## src/rtl/i2c_reg_target.sv

```systemverilog
module i2c_reg_target #(
  parameter int         FILT_LEN = 4,
  parameter logic [6:0] DEV_BASE = 7'h38
) (
  input  logic        clk,
  input  logic        rst_n,
  input  logic        scl_i,
  input  logic        sda_i,
  output logic        sda_oe,
  input  logic [2:0]  addr_sel,
  output logic [15:0] reg_addr,
  output logic [7:0]  reg_wdata,
  output logic        reg_we,
  output logic        reg_re,
  input  logic [7:0]  reg_rdata
);
  localparam int CW = $clog2(FILT_LEN + 1);
  localparam logic [CW-1:0] CNT_TOP = CW'(FILT_LEN - 1);

  localparam logic [2:0] ST_IDLE = 3'd0;
  localparam logic [2:0] ST_DEV  = 3'd1;
  localparam logic [2:0] ST_AH   = 3'd2;
  localparam logic [2:0] ST_AL   = 3'd3;
  localparam logic [2:0] ST_WR   = 3'd4;
  localparam logic [2:0] ST_RD   = 3'd5;
  localparam logic [2:0] ST_IGN  = 3'd6;

  logic [1:0] raw, filt;
  assign raw = {sda_i, scl_i};

  for (genvar g = 0; g < 2; g++) begin : g_filt
    logic s1, s2, f;
    logic [CW-1:0] c;
    always_ff @(posedge clk or negedge rst_n) begin
      if (!rst_n) begin
        s1 <= 1'b1;
        s2 <= 1'b1;
        f  <= 1'b1;
        c  <= '0;
      end else begin
        s1 <= raw[g];
        s2 <= s1;
        if (s2 == f) c <= '0;
        else if (c == CNT_TOP) begin
          f <= s2;
          c <= '0;
        end else c <= c + 1'b1;
      end
    end
    assign filt[g] = f;
  end

  logic scl_f, sda_f, scl_q, sda_q;
  assign scl_f = filt[0];
  assign sda_f = filt[1];

  always_ff @(posedge clk or negedge rst_n) begin
    if (!rst_n) begin
      scl_q <= 1'b1;
      sda_q <= 1'b1;
    end else begin
      scl_q <= scl_f;
      sda_q <= sda_f;
    end
  end

  logic scl_rise, scl_fall, start_det, stop_det;
  assign scl_rise  = scl_f & ~scl_q;
  assign scl_fall  = ~scl_f & scl_q;
  assign start_det = scl_f & scl_q & sda_q & ~sda_f;
  assign stop_det  = scl_f & scl_q & ~sda_q & sda_f;

  logic [2:0] sel_eff;
  logic [6:0] my_addr;
  assign sel_eff = (addr_sel == 3'd7) ? 3'd6 : addr_sel;
  assign my_addr = DEV_BASE + {4'd0, sel_eff};

  logic [2:0]  st;
  logic [3:0]  bitcnt;
  logic [7:0]  shreg, txsh, rbuf, wdata_q;
  logic [15:0] ptr;
  logic        rw, mnack, fetch, re_d, we_q, oe;

  wire dev_hit = (shreg[7:1] == my_addr);

  always_ff @(posedge clk or negedge rst_n) begin
    if (!rst_n) begin
      st      <= ST_IDLE;
      bitcnt  <= '0;
      shreg   <= '0;
      txsh    <= '0;
      rbuf    <= '0;
      wdata_q <= '0;
      ptr     <= '0;
      rw      <= 1'b0;
      mnack   <= 1'b0;
      fetch   <= 1'b0;
      re_d    <= 1'b0;
      we_q    <= 1'b0;
      oe      <= 1'b0;
    end else begin
      we_q  <= 1'b0;
      fetch <= 1'b0;
      re_d  <= fetch;
      if (re_d) rbuf <= reg_rdata;

      if (start_det) begin
        st     <= ST_DEV;
        bitcnt <= '0;
        oe     <= 1'b0;
      end else if (stop_det) begin
        st     <= ST_IDLE;
        bitcnt <= '0;
        oe     <= 1'b0;
      end else if (st != ST_IDLE && st != ST_IGN) begin
        if (scl_rise) begin
          if (bitcnt < 4'd8) begin
            shreg <= {shreg[6:0], sda_f};
            if (st == ST_RD) txsh <= {txsh[6:0], 1'b0};
          end else if (st == ST_RD) begin
            mnack <= sda_f;
            ptr   <= ptr + 16'd1;
            fetch <= ~sda_f;
          end
          if (bitcnt < 4'd9) bitcnt <= bitcnt + 4'd1;
        end else if (scl_fall) begin
          if (bitcnt < 4'd8) begin
            if (st == ST_RD) oe <= ~txsh[7];
          end else if (bitcnt == 4'd8) begin
            case (st)
              ST_DEV: begin
                if (dev_hit) begin
                  oe    <= 1'b1;
                  rw    <= shreg[0];
                  fetch <= shreg[0];
                end else st <= ST_IGN;
              end
              ST_AH: begin
                oe        <= 1'b1;
                ptr[15:8] <= shreg;
              end
              ST_AL: begin
                oe       <= 1'b1;
                ptr[7:0] <= shreg;
              end
              ST_WR: begin
                oe      <= 1'b1;
                we_q    <= 1'b1;
                wdata_q <= shreg;
              end
              default: oe <= 1'b0;
            endcase
          end else begin
            bitcnt <= '0;
            oe     <= 1'b0;
            case (st)
              ST_DEV: begin
                if (rw) begin
                  st   <= ST_RD;
                  txsh <= rbuf;
                  oe   <= ~rbuf[7];
                end else st <= ST_AH;
              end
              ST_AH: st <= ST_AL;
              ST_AL: st <= ST_WR;
              ST_WR: ptr <= ptr + 16'd1;
              ST_RD: begin
                if (mnack) st <= ST_IGN;
                else begin
                  txsh <= rbuf;
                  oe   <= ~rbuf[7];
                end
              end
              default: st <= ST_IGN;
            endcase
          end
        end
      end
    end
  end

  assign sda_oe    = oe;
  assign reg_addr  = ptr;
  assign reg_wdata = wdata_q;
  assign reg_we    = we_q;
  assign reg_re    = fetch;
endmodule

```

## config.mk

```make
export PLATFORM = sky130hd
export DESIGN_NAME = i2c_reg_target
export DESIGN_NICKNAME = d
export VERILOG_FILES = /design/src/rtl/i2c_reg_target.sv
export SDC_FILE = /design/constraint.sdc
export NUM_CORES = 1
export LEC_CHECK = 0
export BUFFER_PORTS_ARGS = -buffer_cell sky130_fd_sc_hd__buf_2
export CORE_UTILIZATION = 45
export CTS_BUF_LIST = sky130_fd_sc_hd__clkbuf_16
export CTS_CLUSTER_SIZE = 20
export DETAILED_ROUTE_END_ITERATION = 10
export GPL_TIMING_DRIVEN = 0
export SYNTH_ARGS = -nofsm -noshare
export SYNTH_HDL_FRONTEND = slang
export SYNTH_SLANG_ARGS = --single-unit
```

## constraint.sdc

```tcl
create_clock -name clk -period 6.4 [get_ports clk]
set_input_delay 0.32 -clock clk [delete_from_list [all_inputs] [get_ports clk]]
set_output_delay 0.32 -clock clk [all_outputs]
set_load 0.01 [all_outputs]
```

* Word-level counts from Yosys, hierarchy flattened
Cells that the tools add are included.
Widths: inputs -> output; s select.
** Word-level totals
- Flip-flop bits (word level) :: 75
- Input bits :: 15
- Output and inout bits :: 27
- Word-level logic and storage cells :: 178
** Cells by class
- $add $sub $neg :: 5
- Order comparisons :: 2
- Eq/ne operators :: 32
- Mux-type cells :: 75
- Bitwise operators :: 19
- Reductions and logical operators :: 21
** Operator list (count)
- $mux 16 :: 7
- $mux 8 :: 10
- $mux 3 :: 16
- $mux 4 :: 8
- $reduce_and 8->1 :: 4
- $mux 1 :: 30
- $add 16x1->16 const B :: 1
- $ne 4x4->1 const B :: 4
- $pmux 8 s2 :: 1
- $pmux 3 s5 :: 1
- $reduce_and 5->1 :: 3
- $eq 3x2->1 const B :: 4
- $ne 3x3->1 const B :: 4
- $not 1->1 :: 12
- $reduce_bool 3->1 :: 4
- $reduce_and 11->1 :: 1
- $eq 3x3->1 const B :: 3
- $reduce_and 9->1 :: 1
- $lt 4x4->1 const B :: 2
- $ne 4x3->1 const B :: 2
- $add 6x3->7 const A :: 1
- $and 1x1->1 :: 7
- $eq 7x7->1 :: 1
- $add 3x1->3 const B :: 2
- other kinds (18) :: 25

* Logic depth before layout (Yosys ltp)
Gate-level depths: netlist of the first run.
- Word-level depth :: 13
- Mapped depth :: 9

* Worst setup path after synthesis of the first run
No wires, ideal clock.
- Kind :: flip-flop to flip-flop
- From :: register g_filt[0].f
- To :: register ptr[0] (netlist: reg_addr[0])
- Setup time :: 95 ps
- Arrival time :: 2068 ps
- Required time :: 6305 ps
- Setup slack :: 4236 ps
- Cell stages (with the launch flop) :: 8
- Path buffers :: 1
- Clock period less this slack :: 2164 ps
- Cell sequence :: dfstp_2 > ha_1 > buf_4 > inv_2 > nor3_1 > a21oi_1 > or2_1 > o31ai_1
** Between the ends
- Word-level cells in the longest chain between the ends :: 5
** RTL lines
- from (decl) :: line 32 : logic s1, s2, f;
- from (signal assigned) :: line 38 : f <= 1'b1;
- from (signal assigned) :: line 45 : f <= s2;
- $and 1x1->1 :: line 70, 71
- $and 1x1->1, on equally long branches (2 in a row) :: line 71, 70
- $not 1->1 (no source line)
- $reduce_and 8->1 (no source line)
- to (signal assigned) :: line 122 : ptr <= ptr + 16'd1;
- to (signal assigned) :: line 144 : ptr[7:0] <= shreg;
- to (signal assigned) :: line 166 : ST_WR: ptr <= ptr + 16'd1;
- to (decl) :: line 81 : logic [15:0] ptr;
Parallel ways exist; a longest one is shown, timed or not.
A chain may end at the register's enable or synchronous reset.

* Worst setup path after layout of the first run
Same ends and word-level chain as after synthesis.

==> results.cfg, run 1 <==
[synthesis]
seq_area_frac_synth_pct = 47.5
synth_top_family_by_area = simple AND/OR/NAND/NOR gates
synth-edff-count = 0
synth_compound_area_share_pct = 16.7
synth_area_per_cell_um2 = 10.7
synth.distinct_cells = 66
synth_nets = 396
synthMuxAreaShare_pct = 11.2
ys_ff_latch = 75
ys.flop_type = dfrtp_1
synth_adder_area_share_pct = 2.52
synthSimpleGateAreaFrac_pct = 17.0
synth_cells = 373
synthXorXnorAreaFrac_pct = 1.73
yosysWarningCount = 0
synthArstFlopShare_pct = 100
syn_area_mm2 = 0.00397

[grt]
grt_max_degree = 46
grt_use_total_pct = 21.6
grt_pass1_wl_um = 15000
grt_overflow = 0
grt_pass1_vias = 2945
antenna_found_initial = 0

[timing]
fin_crit_sh_pct = 41.7
fin_crit_ns = 2.67
fmax_mhz = 375
finalHoldViolCount = 0
setup_viol = 0
maxSlewHeadroom_pct = 46.4
rsz0062_at_grt = no
tightest_slew_ns = 0.802
drv_slew = 0
clock-skew-final_ns = 0.00604
setup-tns-final_ns = 0

[cts]
cts_buffers = 9
cts.clk_slew.worst_paths_ns = 0.06
cts_root_buf = clkbuf_16
cts_resized = 0
cts_tree = yes
cts.sinks = 75
worstSkewPairLatency_ns = 0.33
clk_path_buf_depth = 2
h-tree-depth = 3

[worst_setup_path]
crit_fanout = 10
cp.arrival_ns = 2.90
required_ns = 6.63
crit_slowest_cell = dfstp_2
critPathBufInv = 2
end_kind = register
slowest_delay_ns = 0.58
critical_path.top_delay_family = simple AND/OR/NAND/NOR gates
critPathLaunchType = register
crit_type = reg2reg
worstPathCellList = ha_1, buf_4, inv_2, nor3_1, a21oi_1, or2_1, o31ai_1

[routing]
wl_um = 8880
num_vias = 3152
ant_nets = 0
drt-initial-drc-count = 229
detail_route.wl_per_cell_um = 16.5
drt-pass1-iter-count = 6
viasPerCell = 5.87
drc_errors = 0

[die]
die_width_um = 96.0
boundaryPins = 42
die_area_mm2 = 0.00921
coreArea_mm2 = 0.00838
die_y_um = 96.0
num_rows = 33
start_util_pct = 47.4

[placed_design]
dp_hpwl_um = 6380
portBuffers = 41
place_congestion = 0.902

[min_path]
hp-class = in2reg

[power_and_ir_drop]
p_leak_nw = 2.02
powerDensity_mw_per_mm2 = 322
vdd_drop_max_mv = 0.170
power_mw = 1.49

[status]
status = complete, no violations

[finish]
mostFrequentLayoutCells = dfrtp_1 (67), buf_2 (43), nand2_1 (30)
area_delta_synth_final_pct = 16.7
mostFrequentLayoutCell = dfrtp_1
drive_above_1_share_pct = 25.0
fin_nets = 450
antenna_cells = 0

[run]
drv_cap = 0
## cell families (layout without fill, tap and decap cells)
| group | count (synthesis) | in the layout |
|---|---|---|
| xor+xnor | 7 | 7 |
| compound gates | 94 | 94 |
| mux | 38 | 38 |
| buf+inv | 27 | 86 |
| simple gates | 124 | 124 |
| flops | 75 | 75 |
| fa+ha+maj | 8 | 8 |
## where the power goes
part / internal (mW) / total [mW] / leakage, nW / switching [mW]
clock: 0.297 / 0.482 / 0.144 / 0.186
combinational: 0.161 / 0.379 / 0.887 / 0.218
sequential: 0.554 / 0.631 / 0.984 / 0.0767
total: 1.01 / 1.49 / 2.02 / 0.480
## through the flow
step           utilization [%]  cell area (um2)  instances  setup WS, ns  hold slack (ns)
6_report                  55.3             4630        537          3.73           0.0871
5_1_grt                   55.3             4630        537          3.54           0.0723
4_1_cts                   55.3             4630        537          3.74           0.0768
3_5_place_dp              51.8             4340        520          3.79            0.290
3_3_place_gp              51.4             4310        519          3.76            0.346
2_1_floorplan                -             3970        373          4.24           0.0244
## final timing paths
path / startpoint / end / slack, ns / cells past startpoint
max: g_filt[0].f / reg_addr[0] / 3.73 / 7
min: scl_i / g_filt[0].s1 / 0.09 / 1
max reg2reg: g_filt[0].f / reg_addr[0] / 3.73 / 7
min reg2reg: g_filt[1].s1 / g_filt[1].s2 / 0.35 / 0
max in group asynchronous: rst_n / g_filt[1].s2 / 5.31 / 3
min in group asynchronous: rst_n / g_filt[0].c[2] / 0.47 / 2
## Yosys cell counts (3+ instances only)
| master | instances | area, um2 |
|---|---|---|
| clkbuf_1 | 9 | 33.8 |
| o22a_1 | 4 | 35.0 |
| nor4_1 | 4 | 25.0 |
| nor3_1 | 12 | 60.1 |
| a21oi_1 | 17 | 85.1 |
| mux2_4 | 8 | 120 |
| a311oi_1 | 4 | 35.0 |
| nor2_1 | 22 | 82.6 |
| nand2b_1 | 6 | 37.5 |
| nand4_1 | 7 | 43.8 |
| mux2_2 | 20 | 225 |
| buf_6 | 3 | 33.8 |
| a31oi_1 | 9 | 56.3 |
| nand3_1 | 6 | 30.0 |
| a211oi_1 | 6 | 45.0 |
| o31ai_1 | 4 | 30.0 |
| nand2_1 | 30 | 113 |
| nor2b_1 | 7 | 43.8 |
| dfrtp_1 | 67 | 1680 |
| xnor2_1 | 5 | 43.8 |
| a2bb2oi_1 | 5 | 43.8 |
| o211ai_1 | 3 | 22.5 |
| and3_1 | 4 | 25.0 |
| buf_2 | 3 | 15.0 |
| o21ai_1 | 9 | 45.0 |
| ha_1 | 8 | 100 |
| mux2i_1 | 10 | 100 |
| nor3b_1 | 5 | 37.5 |
| o21ai_0 | 11 | 55.1 |
| inv_1 | 8 | 30.0 |
| and2_1 | 4 | 25.0 |
| dfstp_2 | 8 | 210 |
## sequential cells by signal, summed over array words and instances (netlist names), 2 cells and up
signal and flops:
reg_addr 16, rbuf 8, reg_wdata 8, shreg 8, txsh 8, g_filt.c 6, bitcnt 4, st 3
g_filt.f 2, g_filt.s1 2, g_filt.s2 2
## worst register-to-register path, delay by kind of cell (launching register included)
family          cells  cell delay, ns
buf+inv             2            0.28
flops               1            0.58
fa+ha+maj           1            0.21
simple gates        2            0.93
compound gates      2            0.57
## repair_timing
item / in CTS / in global routing
buffers inserted: 0 / 0
hold buffers: 1 / 0
hold endpoints to repair: 30 / 0
## area by class of cell
type	instances	area, um2
clock inverters	7	60.1
well taps	105	131
plain buffers	18	97.6
clock buffers	9	225
repair buffers	43	245
fillers	759	3750
flip-flops and latches	75	1890
multi-input cells	271	1950
inverters	9	33.8
## layer usage
metal	global-route usage (%)	vias to the layer above	share of wire, %
li1	-	1495	-
met1	32.6	1520	49
met2	30.1	127	43
met3	5.37	10	6.9
met4	6.59	0	1.2
met5	0	-	0
(Power assumes the default switching activity.)
==> run 2, diff against run 1 <==
clock period = 2.7 ns   (was 6.4 ns; I/O delays follow)
==> run 2 against run 1 <==
  * Non-clock buffer count up 2
  * First-iteration DRC count up 6.6%
  * Core utilization up 0.30 points
  * Clock skew about the same
  * Die area unchanged
  * Flip-flop and latch count unchanged
  * Worst setup slack worse by 3.6 ns
  * Combinational power up 140%
  * Highest routed layer unchanged
==> results.cfg, run 2 (synthesis results as in run 1) <==
[worst_setup_path]
slowest_delay_ns = 0.55
crit_slowest_cell = dfstp_2
critical_path.top_delay_family = simple AND/OR/NAND/NOR gates
worstPathCellList = inv_1, ha_1, nand2b_1, nor4_1, or4b_4, buf_6, mux2_4
crit_type = reg2reg
critPathBufInv = 2
critPathLaunchType = register
required_ns = 2.91
crit_fanout = 8
end_kind = register
cp.arrival_ns = 2.77

[timing]
setup_viol = 0
fmax_mhz = 390
setup-tns-final_ns = 0
rsz0062_at_grt = no
worst_slack_ns = 0.136
maxSlewHeadroom_pct = 47.4
tightest_slew_ns = 0.788
fin_crit_ns = 2.56
finalHoldViolCount = 0
fin_crit_sh_pct = 95.0
drv_slew = 0
clock-skew-final_ns = 0.00620

[finish]
fin_util_pct = 55.6
multi_input_area_mm2 = 0.00196
largest_reg_flops = 16
seqCellArea_mm2 = 0.00189
drive_above_1_share_pct = 25.1
mostFrequentLayoutCells = dfrtp_1 (67), buf_2 (43), nand2_1 (30)
mostFrequentLayoutCell = dfrtp_1
fin_nets = 452
area_delta_synth_final_pct = 17.3
antenna_cells = 0
fillers = 762

[power_and_ir_drop]
vdd_drop_max_mv = 0.402
p_leak_nw = 2.02
power_mw = 3.55
powerDensity_mw_per_mm2 = 761

[routing]
drt-pass1-iter-count = 5
wl_um = 8910
detail_route.wl_per_cell_um = 16.5
drc_errors = 0
ant_nets = 0
num_vias = 3139
viasPerCell = 5.82
drt-initial-drc-count = 244

[die]
die_y_um = 96.0
start_util_pct = 47.4
boundaryPins = 42
die_width_um = 96.0
coreArea_mm2 = 0.00838
die_area_mm2 = 0.00921
num_rows = 33

[grt]
grt_max_degree = 46
grt_use_total_pct = 21.6
grt_pass1_wl_um = 15000
grt_pass1_vias = 2948
grt_overflow = 0
antenna_found_initial = 0

[status]
status = complete, no violations

[placed_design]
dp_hpwl_um = 6380
pre_cts_ws_ns = 0.0925
portBuffers = 41
place_congestion = 0.902

[cts]
cts.sinks = 75
cts_buffers = 9
cts_tree = yes
worstSkewPairLatency_ns = 0.33
h-tree-depth = 3
cts_root_buf = clkbuf_16
post-cts-setup-buffers = 0
clk_path_buf_depth = 2
cts.clk_slew.worst_paths_ns = 0.06

[min_path]
hp-class = in2reg

[run]
drv_cap = 0
==> run 2: final cells by class <==
cell class,instances,area share [%]
Multi-Input combinational cell,271,42.1
Sequential cell,75,40.5
Timing Repair Buffer,45,5.69
Clock buffer,9,4.83
Tap cell,105,2.82
Buffer,18,2.09
Clock inverter,7,1.29
Inverter,9,0.725
==> run 2: repair_timing <==
item,4_1_cts,5_1_grt
hold buffers,3,0
resized for setup,0,1
hold endpoints to repair,32,0
endpoints found under the setup margin,0,5
==> run 2: worst reg2reg max path, cell delays in order, from the launching register on <==
cell,delay (ns)
dfstp_2,0.55
inv_1,0.05
ha_1,0.21
nand2b_1,0.19
nor4_1,0.46
or4b_4,0.54
buf_6,0.16
mux2_4,0.29
==> run 2: where the power goes <==
part / internal [mW] / switching (mW) / total, mW
registers: 1.31 / 0.183 / 1.50
logic: 0.384 / 0.523 / 0.907
clock network: 0.703 / 0.439 / 1.14
total: 2.40 / 1.15 / 3.55
==> run 2: routing by layer <==
layer  part of all wire (%)  GRT usage, %  vias up
li1                       -             -     1503
met4                    1.2          6.59        0
met5                      0             0        -
met3                    6.4          5.37       10
met2                     43          30.1      109
met1                     49          32.7     1517
==> run 2: final timing paths <==
path                                        to  depth (start not counted)  slack [ns]    startpoint
worst max-delay path              reg_wdata[2]                          7        0.14         scl_q
worst min-delay path                   rbuf[4]                          2        0.04  reg_rdata[4]
worst max register to register    reg_wdata[2]                          7        0.14         scl_q
worst min register to register    g_filt[1].s2                          0        0.35  g_filt[1].s1
max in group asynchronous         g_filt[1].s2                          3        1.80         rst_n
min in group asynchronous       g_filt[0].c[2]                          2        0.29         rst_n
==> run 2: through the flow <==
step | hold slack [ns] | cell area [um2] | std cells
2_1_floorplan | -0.161 | 3970 | 373
3_3_place_gp | 0.240 | 4310 | 519
3_5_place_dp | 0.105 | 4340 | 520
4_1_cts | 0.0272 | 4650 | 539
5_1_grt | 0.0222 | 4660 | 539
6_report | 0.0365 | 4660 | 539
